`config.mk`:
```
export PLATFORM = sky130hd
export DESIGN_NAME = ts_unpacker
export DESIGN_NICKNAME = d
export VERILOG_FILES = /design/src/rtl/ts_unpack_pkg.sv /design/src/rtl/ts_slot_decoder.sv /design/src/rtl/ts_chan_store.sv /design/src/rtl/ts_frame_publish.sv /design/src/rtl/ts_err_flag.sv /design/src/rtl/ts_unpacker.sv
export SDC_FILE = /design/constraint.sdc
export NUM_CORES = 1
export LEC_CHECK = 0
export ABC_CLOCK_PERIOD_IN_PS = 2900
export BUFFER_PORTS_ARGS = -buffer_cell sky130_fd_sc_hd__buf_2
export CORE_ASPECT_RATIO = 0.8
export CORE_MARGIN = 2
export CORE_UTILIZATION = 50
export CTS_BUF_LIST = sky130_fd_sc_hd__clkbuf_2
export DETAILED_ROUTE_END_ITERATION = 10
export PLACE_DENSITY = 0.78
export SLEW_MARGIN = 10
export SYNTH_ARGS = -nofsm -noshare
export SYNTH_HDL_FRONTEND = slang
export SYNTH_SLANG_ARGS = --single-unit
```
`constraint.sdc`:
```
create_clock -name clk -period 2.9 [get_ports clk]
set_clock_uncertainty 0.2 [all_clocks]
set_input_delay 0.58 -clock clk [delete_from_list [all_inputs] [get_ports clk]]
set_output_delay 0.58 -clock clk [all_outputs]
set_load 0.005 [all_outputs]
```
`src/rtl/ts_unpack_pkg.sv`:
```
package ts_unpack_pkg;

  // Number of data wires needed to carry nch channels in a per-cycle frame.
  function automatic int f_wires(input int nch, input int per);
    return (nch + per - 1) / per;
  endfunction

  // Channels carried by wire w (lower wires take the remainder).
  function automatic int f_alloc(input int nch, input int per, input int w);
    int nw;
    nw = f_wires(nch, per);
    return (nch / nw) + ((w < (nch % nw)) ? 1 : 0);
  endfunction

  // First channel carried by wire w.
  function automatic int f_first(input int nch, input int per, input int w);
    int nw;
    int rem;
    nw  = f_wires(nch, per);
    rem = nch % nw;
    return w * (nch / nw) + ((w < rem) ? w : rem);
  endfunction

  // Occupied slots in a frame (allocation of wire 0).
  function automatic int f_slots(input int nch, input int per);
    return f_alloc(nch, per, 0);
  endfunction

  // Wire that carries channel c.
  function automatic int f_wire_of(input int nch, input int per, input int c);
    int res;
    res = 0;
    for (int w = 0; w < f_wires(nch, per); w++) begin
      if (c >= f_first(nch, per, w)) res = w;
    end
    return res;
  endfunction

  // Slot in which channel c appears.
  function automatic int f_slot_of(input int nch, input int per, input int c);
    return c - f_first(nch, per, f_wire_of(nch, per, c));
  endfunction

endpackage

```
`src/rtl/ts_slot_decoder.sv`:
```
module ts_slot_decoder
  import ts_unpack_pkg::*;
#(
  parameter int NUM_CH = 5,
  parameter int PERIOD = 3,
  localparam int NW = f_wires(NUM_CH, PERIOD)
) (
  input  logic          in_valid,
  input  logic [7:0]    in_slot,
  output logic [NW-1:0] lane_en,
  output logic          bad_cycle,
  output logic          last_cycle
);

  localparam int NS = f_slots(NUM_CH, PERIOD);

  // Per-wire lane qualification against that wire's own allocation.
  for (genvar w = 0; w < NW; w++) begin : g_lane
    localparam int ALLOC = f_alloc(NUM_CH, PERIOD, w);
    always_comb lane_en[w] = in_valid && (int'(in_slot) < ALLOC);
  end

  always_comb begin
    bad_cycle  = in_valid && (int'(in_slot) >= NS);
    last_cycle = in_valid && (int'(in_slot) == NS - 1);
  end

endmodule

```
`src/rtl/ts_chan_store.sv`:
```
module ts_chan_store
  import ts_unpack_pkg::*;
#(
  parameter int NUM_CH = 5,
  parameter int PERIOD = 3,
  parameter int DW     = 8,
  localparam int NW = f_wires(NUM_CH, PERIOD)
) (
  input  logic                 clk,
  input  logic                 rst_n,
  input  logic                 in_valid,
  input  logic                 bad_cycle,
  input  logic [NW-1:0]        lane_en,
  input  logic [7:0]           in_slot,
  input  logic [NW*DW-1:0]     in_data,
  output logic [NUM_CH*DW-1:0] merged,
  output logic [NUM_CH*DW-1:0] shadow
);

  logic [NUM_CH-1:0] chan_we;

  for (genvar c = 0; c < NUM_CH; c++) begin : g_chan
    localparam int WIRE = f_wire_of(NUM_CH, PERIOD, c);
    localparam int SLOT = f_slot_of(NUM_CH, PERIOD, c);

    logic [DW-1:0] lane;
    always_comb begin
      lane       = in_data[WIRE*DW +: DW];
      chan_we[c] = lane_en[WIRE] && (int'(in_slot) == SLOT);
      merged[c*DW +: DW] = chan_we[c] ? lane : shadow[c*DW +: DW];
    end

    always_ff @(posedge clk or negedge rst_n) begin
      if (!rst_n)          shadow[c*DW +: DW] <= '0;
      else if (chan_we[c]) shadow[c*DW +: DW] <= lane;
    end
  end

  // At most one channel of a wire can be written in a cycle.
  for (genvar w = 0; w < NW; w++) begin : g_wchk
    localparam int FIRST = f_first(NUM_CH, PERIOD, w);
    localparam int ALLOC = f_alloc(NUM_CH, PERIOD, w);
    AST_LANE_ONEHOT: assert property (@(posedge clk) disable iff (!rst_n)
      $onehot0(chan_we[FIRST +: ALLOC]));
  end

  AST_IDLE_NO_WRITE: assert property (@(posedge clk) disable iff (!rst_n)
    !in_valid |=> $stable(shadow));
  AST_BAD_DISCARD: assert property (@(posedge clk) disable iff (!rst_n)
    bad_cycle |=> $stable(shadow));

endmodule

```
`src/rtl/ts_frame_publish.sv`:
```
module ts_frame_publish #(
  parameter int NUM_CH = 5,
  parameter int DW     = 8
) (
  input  logic                 clk,
  input  logic                 rst_n,
  input  logic                 last_cycle,
  input  logic [NUM_CH*DW-1:0] merged,
  output logic [NUM_CH*DW-1:0] out_samples,
  output logic                 frame_done
);

  always_ff @(posedge clk or negedge rst_n) begin
    if (!rst_n) begin
      out_samples <= '0;
      frame_done  <= 1'b0;
    end else begin
      frame_done <= last_cycle;
      if (last_cycle) out_samples <= merged;
    end
  end

  AST_OUT_HOLD: assert property (@(posedge clk) disable iff (!rst_n)
    !frame_done |-> $stable(out_samples));

endmodule

```
`src/rtl/ts_err_flag.sv`:
```
module ts_err_flag (
  input  logic clk,
  input  logic rst_n,
  input  logic bad_cycle,
  output logic proto_err
);

  always_ff @(posedge clk or negedge rst_n) begin
    if (!rst_n)         proto_err <= 1'b0;
    else if (bad_cycle) proto_err <= 1'b1;
  end

  AST_ERR_STICKY: assert property (@(posedge clk) disable iff (!rst_n)
    proto_err |=> proto_err);
  AST_ERR_RAISE: assert property (@(posedge clk) disable iff (!rst_n)
    bad_cycle |=> proto_err);

endmodule

```
`src/rtl/ts_unpacker.sv`:
```
module ts_unpacker
  import ts_unpack_pkg::*;
#(
  parameter int NUM_CH = 5,
  parameter int PERIOD = 3,
  parameter int DW     = 8,
  localparam int NW = f_wires(NUM_CH, PERIOD)
) (
  input  logic                 clk,
  input  logic                 rst_n,
  input  logic                 in_valid,
  input  logic [7:0]           in_slot,
  input  logic [NW*DW-1:0]     in_data,
  output logic [NUM_CH*DW-1:0] out_samples,
  output logic                 frame_done,
  output logic                 proto_err
);

  localparam int NS = f_slots(NUM_CH, PERIOD);

  logic [NW-1:0]        lane_en;
  logic                 bad_cycle;
  logic                 last_cycle;
  logic [NUM_CH*DW-1:0] merged;
  logic [NUM_CH*DW-1:0] shadow;

  ts_slot_decoder #(.NUM_CH(NUM_CH), .PERIOD(PERIOD)) u_dec (
    .in_valid   (in_valid),
    .in_slot    (in_slot),
    .lane_en    (lane_en),
    .bad_cycle  (bad_cycle),
    .last_cycle (last_cycle)
  );

  ts_chan_store #(.NUM_CH(NUM_CH), .PERIOD(PERIOD), .DW(DW)) u_store (
    .clk       (clk),
    .rst_n     (rst_n),
    .in_valid  (in_valid),
    .bad_cycle (bad_cycle),
    .lane_en   (lane_en),
    .in_slot   (in_slot),
    .in_data   (in_data),
    .merged    (merged),
    .shadow    (shadow)
  );

  ts_frame_publish #(.NUM_CH(NUM_CH), .DW(DW)) u_pub (
    .clk         (clk),
    .rst_n       (rst_n),
    .last_cycle  (last_cycle),
    .merged      (merged),
    .out_samples (out_samples),
    .frame_done  (frame_done)
  );

  ts_err_flag u_err (
    .clk       (clk),
    .rst_n     (rst_n),
    .bad_cycle (bad_cycle),
    .proto_err (proto_err)
  );

  AST_DONE_AFTER_LAST: assert property (@(posedge clk) disable iff (!rst_n)
    frame_done |-> $past(in_valid && (int'(in_slot) == NS - 1)));
  AST_LAST_GIVES_DONE: assert property (@(posedge clk) disable iff (!rst_n)
    (in_valid && (int'(in_slot) == NS - 1)) |=> frame_done);

endmodule

```
# --- Word level (Yosys, flattened, before mapping) ---
# Index checks and enable logic that the tools add are counted.
word_totals:
  regBits: 82
  word_cells: 28
op_classes:
  reduce_logical: 10
  order_cmp: 3
  mux: 5
  n_eq_ne: 2
ops:
  columns: ["cell", "count"]
  rows:
  - ["$mux 8", 5]
  - ["$lt 8x2->1 const B", 2]
  - ["$logic_and 1x1->1", 9]
  - ["$eq 8x2->1 const B", 1]
  - ["$eq 8x3->1 const B", 1]
  - ["$ge 8x2->1 const B", 1]
  - ["$logic_not 8->1", 1]

# --- Longest topological paths before layout ---
# Gate-level depths: netlist of the first run.
depth:
  depth_word: 4
  ltp_mapped: 5
  mapped_depth_nobuf: 3

# --- By module ---
# Synthesis of the first run repeated with hierarchy kept, for this count alone.
unflattened:
  cells_unflattened: 184
  area_unflattened_um2: 3174.3
modules_own_cells:
  columns: ["module", "seq_area_each_um2", "area_each_um2", "cells_each", "n_inst"]
  rows:
  - ["ts_chan_store", 1001.0, 1551.5, 89, 1]
  - ["ts_frame_publish", 1026.0, 1521.5, 85, 1]
  - ["ts_slot_decoder", 0.0, 70.1, 8, 1]
  - ["ts_err_flag", 25.0, 31.3, 2, 1]

# --- Worst setup path after synthesis of the first run ---
# Ideal clock, no wire load.
synth_path:
  kind: "in2reg"
  start: "input in_slot[5]"
  end: "register u_store.shadow[10]"
  arrival_ns: 1.696
  stages: 4
  required_time_ns: 2.575
  slack_ns: 0.879
  path_cell_list: "nor4_4 -> nand4b_2 -> buf_2 -> mux2_2"
synth_via:
  elab_chain_cells: 4
  word_cells_on_any_way: 5
  cone_classes: "1 x order compare; 1 x eq/ne; 1 x mux; 2 x reduce/logical"
synth_rtl:
  columns: ["element", "line_no", "text"]
  rows:
  - ["from (decl)", "ts_unpacker.sv:12", "input logic [7:0] in_slot,"]
  - ["$lt 8x2->1", "ts_slot_decoder.sv:20", "always_comb lane_en[w] = in_valid && (int'(in_slot) < ALLOC);"]
  - ["$logic_and 1x1->1", "ts_slot_decoder.sv:20", null]
  - ["$logic_and 1x1->1 (*)", "ts_chan_store.sv:29", "chan_we[c] = lane_en[WIRE] && (int'(in_slot) == SLOT);"]
  - ["$mux 8 (*)", null, null]
  - ["named net merged[10]", "ts_unpacker.sv:24", "logic [NUM_CH*DW-1:0] merged;"]
  - ["to (signal, indexed assignment)", "ts_chan_store.sv:35", "else if (chan_we[c]) shadow[c*DW +: DW] <= lane;"]
  - ["to (decl)", "ts_chan_store.sv:17", "output logic [NUM_CH*DW-1:0] shadow"]
# Mark *: on every way through the listed nets, which the timed path passes. The rest lies on a longest branch.
# A chain may end at the register's enable or synchronous reset.

# --- Worst setup path after layout of the first run ---
layout_path:
  start: "register u_pub.out_samples[26]"
  end: "output out_samples[26]"
layout_rtl:
  columns: ["element", "line_no", "text"]
  rows:
  - ["from (decl)", "ts_frame_publish.sv:9", "output logic [NUM_CH*DW-1:0] out_samples,"]
  - ["from (signal assigned)", "ts_frame_publish.sv:19", "if (last_cycle) out_samples <= merged;"]
  - ["to (decl)", "ts_unpacker.sv:14", "output logic [NUM_CH*DW-1:0] out_samples,"]
# No word-level cell between the ends.

==> qor.yml, run 1 <==
sta:
  fmax_mhz: 542
  period_needed_ns: 1.85
  slew_viol_final: 0
  setup_tns_ns: 0
  finalCritPeriodShare: 0.637
  tightest_slew_ns: 0.886
  hold_slack_ns: 0.0734
  setup_viol: 0
  finalHoldViolCount: 0
  rsz0062_at_grt: "false"
  maxSlewHeadroom: 0.409
logic_synthesis:
  synth_cells: 163
  synthDistinctLibCells: 15
  syn_nets: 190
  yosys_warnings: 0
  synth-seq-cells: 74
  ys_seq_area_frac: 0.661
  syn-cell-area_um2: 2800
  avgSynthCellArea_um2: 17.2
floorplan:
  core_area_um2: 5440
  ioPinCount: 69
  die_h_um: 71.0
  start_util: 0.516
  die_area_um2: 6220
  die_x_um: 87.7
  fp-row-count: 24
power_and_ir_drop:
  comb_power_share: 0.044
  p_sw_mw: 0.410
  p_sw_frac: 0.208
  intPower_mw: 1.56
  ir_drop_mv: 0.409
  clkPwrFrac: 0.412
  seq_power_share: 0.545
  powerDensity_nw_per_um2: 577
  cellLeakagePower_nw: 1.95
finish:
  nets: 265
  fill_cells: 426
  final_common_cell: "dfrtp_1"
  drive_above_1_share: 0.671
  syn_to_final_growth_pct: 21.8
  layout_common_cells: "74 x dfrtp_1, 72 x mux2_2, 67 x buf_2"
  n_antenna_cell: 0
flow_run:
  maxCapViolations: 0
worst_setup_path:
  crit_required_ns: 2.12
  crit_family: "flip-flops"
  cp_max_fo: 2
  end_kind: "output pin"
  cpPeakStageDelay_ns: 0.43
  crit_type: "reg -> out"
  cp.buffers_inverters: 1
  start_kind: "flip-flop"
  crit_chain: "buf_2"
  slowest_stage: "dfrtp_1"
  critPathArrivalTime_ns: 1.07
drt:
  dr.pass1.iters: 4
  via_per_inst: 4.92
  dr.first_iter.drc_count: 45
  final_antenna_net_count: 0
  drt-total-wl_um: 4520
  drcViolationCount: 0
  vias: 1579
  wl_per_cell_um: 14.1
clocking:
  htreeDepth: 3
  cts_setup_buffers: 0
  clk_pin_slew_ns: 0.20
  cts-resized-gates: 0
  cts_hold_buf: 1
  cts_tree: "built"
  cts_root_buf: "clkbuf_2"
  ctsLongestPathBuffers: 2
  clock_sinks: 74
  clk_latency_ns: 0.50
  cts_buffers: 9
global_routing:
  antenna_found_initial: 0
  grt_max_degree: 75
  overflow: 0
  globalRouteTotalUtil: 0.167
  grt_pass1_wl_um: 7710
  grt_pass1_vias: 1603
min_path:
  hold_class: "in -> reg"
run_status:
  status: "finished clean"
placed_design:
  dp_hpwl_um: 3000
  io_buffers: 68
  gp_congestion: 0.693
## per-layer routing
layer	track usage	wire, µm	up-vias
met5	0	0	-
met4	0.0615	59	0
met3	0.0887	300	8
met2	0.246	2190	43
met1	0.211	1970	794
li1	-	-	734
## metrics by stage
step	worst slack, ns	util	instances	power [mW]	instance area (µm²)
CTS	0.992	0.628	321	2.00	3410
global placement	0.618	0.592	304	1.18	3220
global route	0.932	0.628	321	2.06	3410
floorplan	0.879	-	163	1.12	2800
detailed placement	0.581	0.592	304	1.18	3220
finish	1.05	0.628	321	1.97	3410
## cell usage after synthesis
master    instances  area [µm²]
buf_2             2        10.0
mux2_2           72         811
a21o_1            1        7.51
nand4b_2          2        30.0
nand2_1           1        3.75
dfrtp_1          74        1850
nor4_4            1        21.3
nor3b_2           1        12.5
buf_4             1        7.51
inv_1             1        3.75
buf_6             1        11.3
nor2_1            1        3.75
a211oi_1          1        7.51
clkbuf_1          3        11.3
nand3_2           1        10.0
## final cells by class
class,instances,area (µm²),share of cell area
Clock inverter,7,141,0.0414
Clock buffer,9,45.0,0.0132
Timing Repair Buffer,71,368,0.108
Sequential cell,74,1850,0.542
Inverter,1,3.75,0.00110
Multi-Input combinational cell,81,907,0.266
Tap cell,78,97.6,0.0286
## final timing paths
path / startpoint / endpoint / slack [ns] / cells after the start
worst min register to register: u_err.proto_err$_DFFE_PN0P_ / u_err.proto_err$_DFFE_PN0P_ / 0.29 / 1
worst max register to register: u_store.shadow[29]$_DFF_PN0_ / u_pub.out_samples[29]$_DFFE_PN0P_ / 1.92 / 1
min in group asynchronous: rst_n / u_pub.out_samples[27]$_DFFE_PN0P_ / 0.53 / 2
max in group asynchronous: rst_n / u_store.shadow[37]$_DFF_PN0_ / 1.43 / 2
worst max-delay path: u_pub.out_samples[26]$_DFFE_PN0P_ / out_samples[26] / 1.05 / 1
worst min-delay path: in_valid / u_err.proto_err$_DFFE_PN0P_ / 0.07 / 2
## registers in the layout, summed over array words and instances (netlist names)
register           flops
u_err.proto_err        1
u_pub.out_samples     40
u_store.shadow        32
u_pub.frame_done       1
## logic make-up after synthesis
| group | count (synthesis) | synth area share |
|---|---|---|
| muxes | 72 | 0.289 |
| buffers and inverters | 8 | 0.0156 |
| DFF | 74 | 0.661 |
| AOI/OAI and AO/OA | 2 | 0.00536 |
| and+or+nand+nor | 7 | 0.0290 |
## power by group through the flow
stage                     combinational, mW  clock [mW]  sequential [mW]
after floorplan                      0.0306           0             1.09
after global placement               0.0859           0             1.09
after detailed placement             0.0874           0             1.09
after CTS                            0.0888       0.840             1.07
after global routing                 0.0974       0.886             1.08
final                                0.0858       0.812             1.07
No activity file was read; power rests on OpenSTA's default activity.
==> run 2, diff against run 1 <==
--- a/config.mk
+++ b/config.mk
@@ -5,7 +5,7 @@
 export SDC_FILE = /design/constraint.sdc
 export NUM_CORES = 1
 export LEC_CHECK = 0
-export ABC_CLOCK_PERIOD_IN_PS = 2900
+export ABC_CLOCK_PERIOD_IN_PS = 1800
 export BUFFER_PORTS_ARGS = -buffer_cell sky130_fd_sc_hd__buf_2
 export CORE_ASPECT_RATIO = 0.8
 export CORE_MARGIN = 2
==> constraint.sdc (replaced) <==
create_clock -name clk -period 1.8 [get_ports clk]
set_clock_uncertainty 0.2 [all_clocks]
set_input_delay 0.36 -clock clk [delete_from_list [all_inputs] [get_ports clk]]
set_output_delay 0.36 -clock clk [all_outputs]
set_load 0.005 [all_outputs]
==> run 2 against run 1 <==
Worst setup slack got worse by 1.1 ns. Sequential share of layout area fell by 3.3 points. Critical endpoint is now u_store.shadow[8]$_DFF_PN0_. The run now ends with negative setup slack left. Register-to-register slack got worse by 1.5 ns.
==> qor.yml, run 2 (synthesis results as in run 1) <==
power_and_ir_drop:
  power.total_mw: 2.90  # +47%
  cellLeakagePower_nw: 2.05  # +5.3%
  ir_drop_mv: 0.441  # +7.8%
  powerDensity_nw_per_um2: 799  # +38%
worst_setup_path:
  critPathArrivalTime_ns: 1.97  # +0.90 ns
  rrSetupSlack_ns: 0.39  # -1.53 ns
  crit_type: "in -> reg"
  r2r_start: "u_err.proto_err$_DFFE_PN0P_"
  cp-startpoint: "in_valid"
  cp_max_fo: 16  # +14
  end_kind: "flip-flop"
  start_kind: "input pin"
  crit_required_ns: 1.97  # -0.15 ns
placed_design:
  dp_hpwl_um: 3430  # +14%
  io_buffers: 68  # unchanged
  gp_congestion: 0.684  # -1.4%
finish:
  layout_common_cells: "74 x dfrtp_1, 72 x mux2_2, 67 x buf_2"
  syn_to_final_growth_pct: 29.7
  largest_register_ffs: 40  # unchanged
  top_register: "u_pub.out_samples"
  nets: 289  # +9.1%
  fill_cells: 387  # -9.2%
  drive_above_1_share: 0.625  # -0.0453
  reg_top3: "u_pub.out_samples: 40 flops, u_store.shadow: 32 flops"
  final_common_cell: "dfrtp_1"
  n_antenna_cell: 0  # unchanged
sta:
  rsz0062_at_grt: "false"
  setup_tns_ns: -0.000980  # -0.000980 ns
  finalHoldViolCount: 0  # unchanged
  maxSlewHeadroom: 0.720  # +0.311
  fmax_mhz: 555
  tightest_slew_ns: 0.420  # -0.466 ns
  period_needed_ns: 1.80
  finalCritPeriodShare: 1.00
  setup_viol: 1  # +1
  setup_slack_ns: -0.000980  # -1.05 ns
  slew_viol_final: 0  # unchanged
clocking:
  cts_buffers: 9  # unchanged
  clk_latency_ns: 0.47  # -0.03 ns
  ctsLongestPathBuffers: 2  # unchanged
  cts_tree: "built"
  htreeDepth: 3  # unchanged
  cts_root_buf: "clkbuf_2"
  clk_pin_slew_ns: 0.19  # about the same
  clock_sinks: 74  # unchanged
floorplan:
  core_area_um2: 5440  # unchanged
  fp-row-count: 24  # unchanged
  die_h_um: 71.0  # unchanged
  ioPinCount: 69  # unchanged
  die_x_um: 87.7  # unchanged
  start_util: 0.516  # unchanged
  die_area_um2: 6220  # unchanged
global_routing:
  globalRouteTotalUtil: 0.189  # +0.0216
  antenna_found_initial: 0  # unchanged
  overflow: 0  # unchanged
  grt_pass1_vias: 1857  # +16%
  grt_pass1_wl_um: 8830  # +15%
  grt_max_degree: 34  # -55%
drt:
  dr.pass1.iters: 4  # unchanged
  final_antenna_net_count: 0  # unchanged
  wl_per_cell_um: 14.7  # +4.4%
  drt-total-wl_um: 5070  # +12%
  dr.first_iter.drc_count: 49  # +8.9%
  via_per_inst: 4.92  # about the same
  vias: 1696  # +7.4%
  drcViolationCount: 0  # unchanged
run_status:
  status: "finished, violations left"
  violations: "negative setup slack"
flow_run:
  maxCapViolations: 0  # unchanged
min_path:
  hold_class: "in -> async"
-- run 2: cell count changes in the layout (fill, tap and decap cells not counted) --
cell	previous run	this run
buf_12	0	4
buf_4	3	5
clkbuf_2	9	10
bufinv_16	4	2
clkinvlp_4	1	0
dlygate4sd3_1	1	19
clkinv_1	0	2
-- run 2: area by class of cell --
type,instances,area (µm²),area share
Clock buffer,10,50.0,0.0138
Clock inverter,6,81.3,0.0224
Inverter,1,3.75,0.00103
Multi-Input combinational cell,81,907,0.250
Sequential cell,74,1850,0.509
Tap cell,78,97.6,0.0269
Timing Repair Buffer,95,643,0.177
-- run 2: worst paths after layout --
check | cells after the start | endpoint
worst max-delay path | 7 | u_store.shadow[8]$_DFF_PN0_
worst min-delay path | 2 | u_pub.out_samples[18]$_DFFE_PN0P_
worst max register to register | 2 | u_err.proto_err$_DFFE_PN0P_
worst min register to register | 1 | u_pub.out_samples[17]$_DFFE_PN0P_
max in group asynchronous | 3 | u_store.shadow[27]$_DFF_PN0_
min in group clk | 4 | u_pub.frame_done$_DFF_PN0_
-- run 2: repair_timing --
item                                   4_1_cts  5_1_grt
buffers inserted                             0        0
endpoints found under the hold margin      115        0
hold buffers                                19        0
resized for setup                            0        0
-- run 2: worst max-delay path: stages --
cell           delay (ns)
dlygate4sd3_1        0.53
buf_2                0.11
nor3b_2              0.22
buf_4                0.16
nand4b_2             0.13
buf_12               0.18
mux2_2               0.27
-- run 2: where the power goes --
part	switching, mW	internal [mW]	total (mW)
logic	0.0788	0.100	0.179
registers	0.0215	1.71	1.73
clock network	0.536	0.458	0.993
total	0.636	2.27	2.90
-- run 2: per-layer routing --
metal | part of all wire | vias up | wire, µm | GRT usage
li1 | - | 782 | - | -
met1 | 0.42 | 856 | 2150 | 0.234
met2 | 0.50 | 48 | 2540 | 0.301
met3 | 0.059 | 10 | 298 | 0.0817
met4 | 0.017 | 0 | 86 | 0.0581
met5 | 0 | - | 0 | 0
-- run 2: through the flow --
step | instances | hold slack, ns | util | setup slack, ns | cell area [µm²]
finish | 345 | 0.126 | 0.669 | -0.000980 | 3630
global route | 345 | 0.0813 | 0.669 | 0.0106 | 3630
CTS | 345 | 0.0742 | 0.669 | 0.0554 | 3630
detailed placement | 310 | 0.126 | 0.610 | -0.0824 | 3310
global placement | 310 | 0.132 | 0.610 | -0.0323 | 3310
floorplan | 163 | -0.136 | - | -0.000913 | 2800
==> run 3, diff against run 2 <==
--- a/config.mk
+++ b/config.mk
@@ -9,10 +9,10 @@
 export BUFFER_PORTS_ARGS = -buffer_cell sky130_fd_sc_hd__buf_2
 export CORE_ASPECT_RATIO = 0.8
 export CORE_MARGIN = 2
-export CORE_UTILIZATION = 50
+export CORE_UTILIZATION = 54
 export CTS_BUF_LIST = sky130_fd_sc_hd__clkbuf_2
 export DETAILED_ROUTE_END_ITERATION = 10
-export PLACE_DENSITY = 0.78
+export PLACE_DENSITY = 0.83
 export SLEW_MARGIN = 10
 export SYNTH_ARGS = -nofsm -noshare
 export SYNTH_HDL_FRONTEND = slang
==> run 3 against run 2 <==
The flow now finishes without violations. Sequential cell count is the same. First-iteration DRC count shrank 51%. Worst setup slack gained 0.031 ns. Utilization grew 4.3 points. Combinational power grew 2%. Clock power shrank 33%. Global-route usage grew 0.30 points. Hold slack lost 0.027 ns. Sequential power is essentially flat. Largest cell class unchanged.
==> qor.yml, run 3 (synthesis results as in run 1) <==
run_status:
  status: "finished clean"
global_routing:
  grt_pass1_vias: 1689  # -9.0%
  antenna_found_initial: 0  # unchanged
  grt_pass1_wl_um: 8200  # -7.1%
  globalRouteTotalUtil: 0.192  # +0.00300
  grt_max_degree: 33  # -2.9%
  overflow: 0  # unchanged
floorplan:
  core_area_um2: 5010  # -7.9%
  die_x_um: 84.5  # -3.6%
  start_util: 0.560  # +0.0441
  die_h_um: 68.4  # -3.6%
  fp-row-count: 23  # -4.2%
  die_area_um2: 5790  # -7.0%
  ioPinCount: 69  # unchanged
worst_setup_path:
  start_kind: "input pin"
  cpMostUsedCell: "buf_4"
  rrSetupSlack_ns: 0.39  # about the same
  crit_required_ns: 1.97  # about the same
  end_kind: "flip-flop"
  critPathArrivalTime_ns: 1.94  # -0.03 ns
  crit_chain: "dlygate4sd3_1, buf_2, nor3b_4, buf_4, nand4b_2, buf_4, mux2_2"
  r2r_start: "u_err.proto_err$_DFFE_PN0P_"
  crit_type: "in -> reg"
  cp_max_fo: 8  # -8
  r2r_cells: 2  # unchanged
  r2r_end: "u_err.proto_err$_DFFE_PN0P_"
  slowest_stage: "dlygate4sd3_1"
  cpPeakStageDelay_ns: 0.53  # about the same
power_and_ir_drop:
  ir_drop_mv: 0.470  # +6.6%
  power.total_mw: 2.58  # -11%
  cellLeakagePower_nw: 2.03  # -1.1%
  powerDensity_nw_per_um2: 726  # -9.2%
clocking:
  cts_tree: "built"
  cts_buffers: 9  # unchanged
  clock_sinks: 74  # unchanged
  cts_setup_buffers: 0  # unchanged
  clk_latency_ns: 0.48  # about the same
  clk_pin_slew_ns: 0.17  # -0.02 ns
  htreeDepth: 3  # unchanged
  cts_root_buf: "clkbuf_2"
  ctsLongestPathBuffers: 2  # unchanged
finish:
  top_register: "u_pub.out_samples"
  nets: 291  # +0.69%
  fill_cells: 359  # -7.2%
  drive_above_1_share: 0.627  # +0.00140
  syn_to_final_growth_pct: 27.1
  reg_top3: "u_pub.out_samples: 40 flops, u_store.shadow: 32 flops"
  layout_common_cells: "74 x dfrtp_1, 72 x mux2_2, 68 x buf_2"
  final_common_cell: "dfrtp_1"
  n_antenna_cell: 0  # unchanged
  largest_register_ffs: 40  # unchanged
flow_run:
  maxCapViolations: 0  # unchanged
sta:
  rsz0062_at_grt: "false"
  maxSlewHeadroom: 0.750  # +0.0305
  setup_viol: 0  # -1
  slew_viol_final: 0  # unchanged
  fmax_mhz: 565  # +1.8%
  setup_tns_ns: 0  # +0.000980 ns
  finalCritPeriodShare: 0.983  # -0.0173
  finalHoldViolCount: 0  # unchanged
  tightest_slew_ns: 0.375  # -0.0458 ns
  period_needed_ns: 1.77  # -0.0312 ns
placed_design:
  dp_hpwl_um: 3450  # +0.63%
  io_buffers: 68  # unchanged
  gp_congestion: 0.725  # +6.1%
min_path:
  hold_class: "in -> async"
drt:
  dr.first_iter.drc_count: 24  # -51%
  dr.pass1.iters: 3  # -1
  wl_per_cell_um: 15.2  # +3.7%
  via_per_inst: 5.04  # +2.4%
  drcViolationCount: 0  # unchanged
  final_antenna_net_count: 0  # unchanged
  vias: 1662  # -2.0%
  drt-total-wl_um: 5030  # -0.83%
==> run 3: what timing repair did <==
action,4_1_cts,5_1_grt
resized for setup,0,1
endpoints found under the setup margin,0,11
hold buffers,19,0
endpoints found under the hold margin,115,0
==> run 3: layer usage <==
metal  GRT usage  vias up  wire length [µm]
li1            -      785                 -
met1       0.245      829              2290
met2       0.302       40              2410
met3      0.0507        8               217
met4       0.111        0               111
met5           0        -                 0
==> run 3: where the power goes <==
group / leakage (nW) / switching, mW / internal (mW)
sequential: 1.02 / 0.0224 / 1.71
clock: 0.0564 / 0.506 / 0.165
combinational: 0.953 / 0.0797 / 0.103
==> run 3: per-stage QoR <==
step | worst slack (ns) | instance area [µm²] | hold WS (ns) | util | cells
final | 0.0302 | 3560 | 0.0991 | 0.711 | 330
after floorplan | -0.000913 | 2800 | -0.136 | - | 163
after CTS | 0.0738 | 3560 | 0.0384 | 0.710 | 330
after global placement | -0.0305 | 3290 | 0.0972 | 0.658 | 296
after global routing | 0.00874 | 3560 | 0.0525 | 0.711 | 330
after detailed placement | -0.0632 | 3290 | 0.0989 | 0.658 | 296
==> run 3: worst max path at each step <==
stage | end | slack [ns] | start
3_5_place_dp | u_store.shadow[12]$_DFF_PN0_ | -0.06 | in_slot[5]
2_1_floorplan | u_store.shadow[10]$_DFF_PN0_ | -0.0009 | in_slot[5]
3_3_place_gp | u_store.shadow[36]$_DFF_PN0_ | -0.03 | in_slot[5]
6_report | u_store.shadow[8]$_DFF_PN0_ | 0.03 | in_valid
4_1_cts | u_store.shadow[8]$_DFF_PN0_ | 0.07 | in_valid
5_1_grt | u_store.shadow[9]$_DFF_PN0_ | 0.009 | in_valid
==> run 3: layout make-up <==
cell class | count | area, µm² | area share
timing repair buffer | 97 | 643 | 0.181
sequential | 74 | 1850 | 0.520
tap | 62 | 77.6 | 0.0218
clock inverter | 5 | 22.5 | 0.00632
inverter | 1 | 3.75 | 0.00105
multi-input combinational | 81 | 913 | 0.256
clock buffer | 10 | 50.0 | 0.0140
==> run 3: critical path: cells and delay by family <==
family	cells	cell delay, ns
buf+inv	4	0.99
mux	1	0.35
simple gates	2	0.24
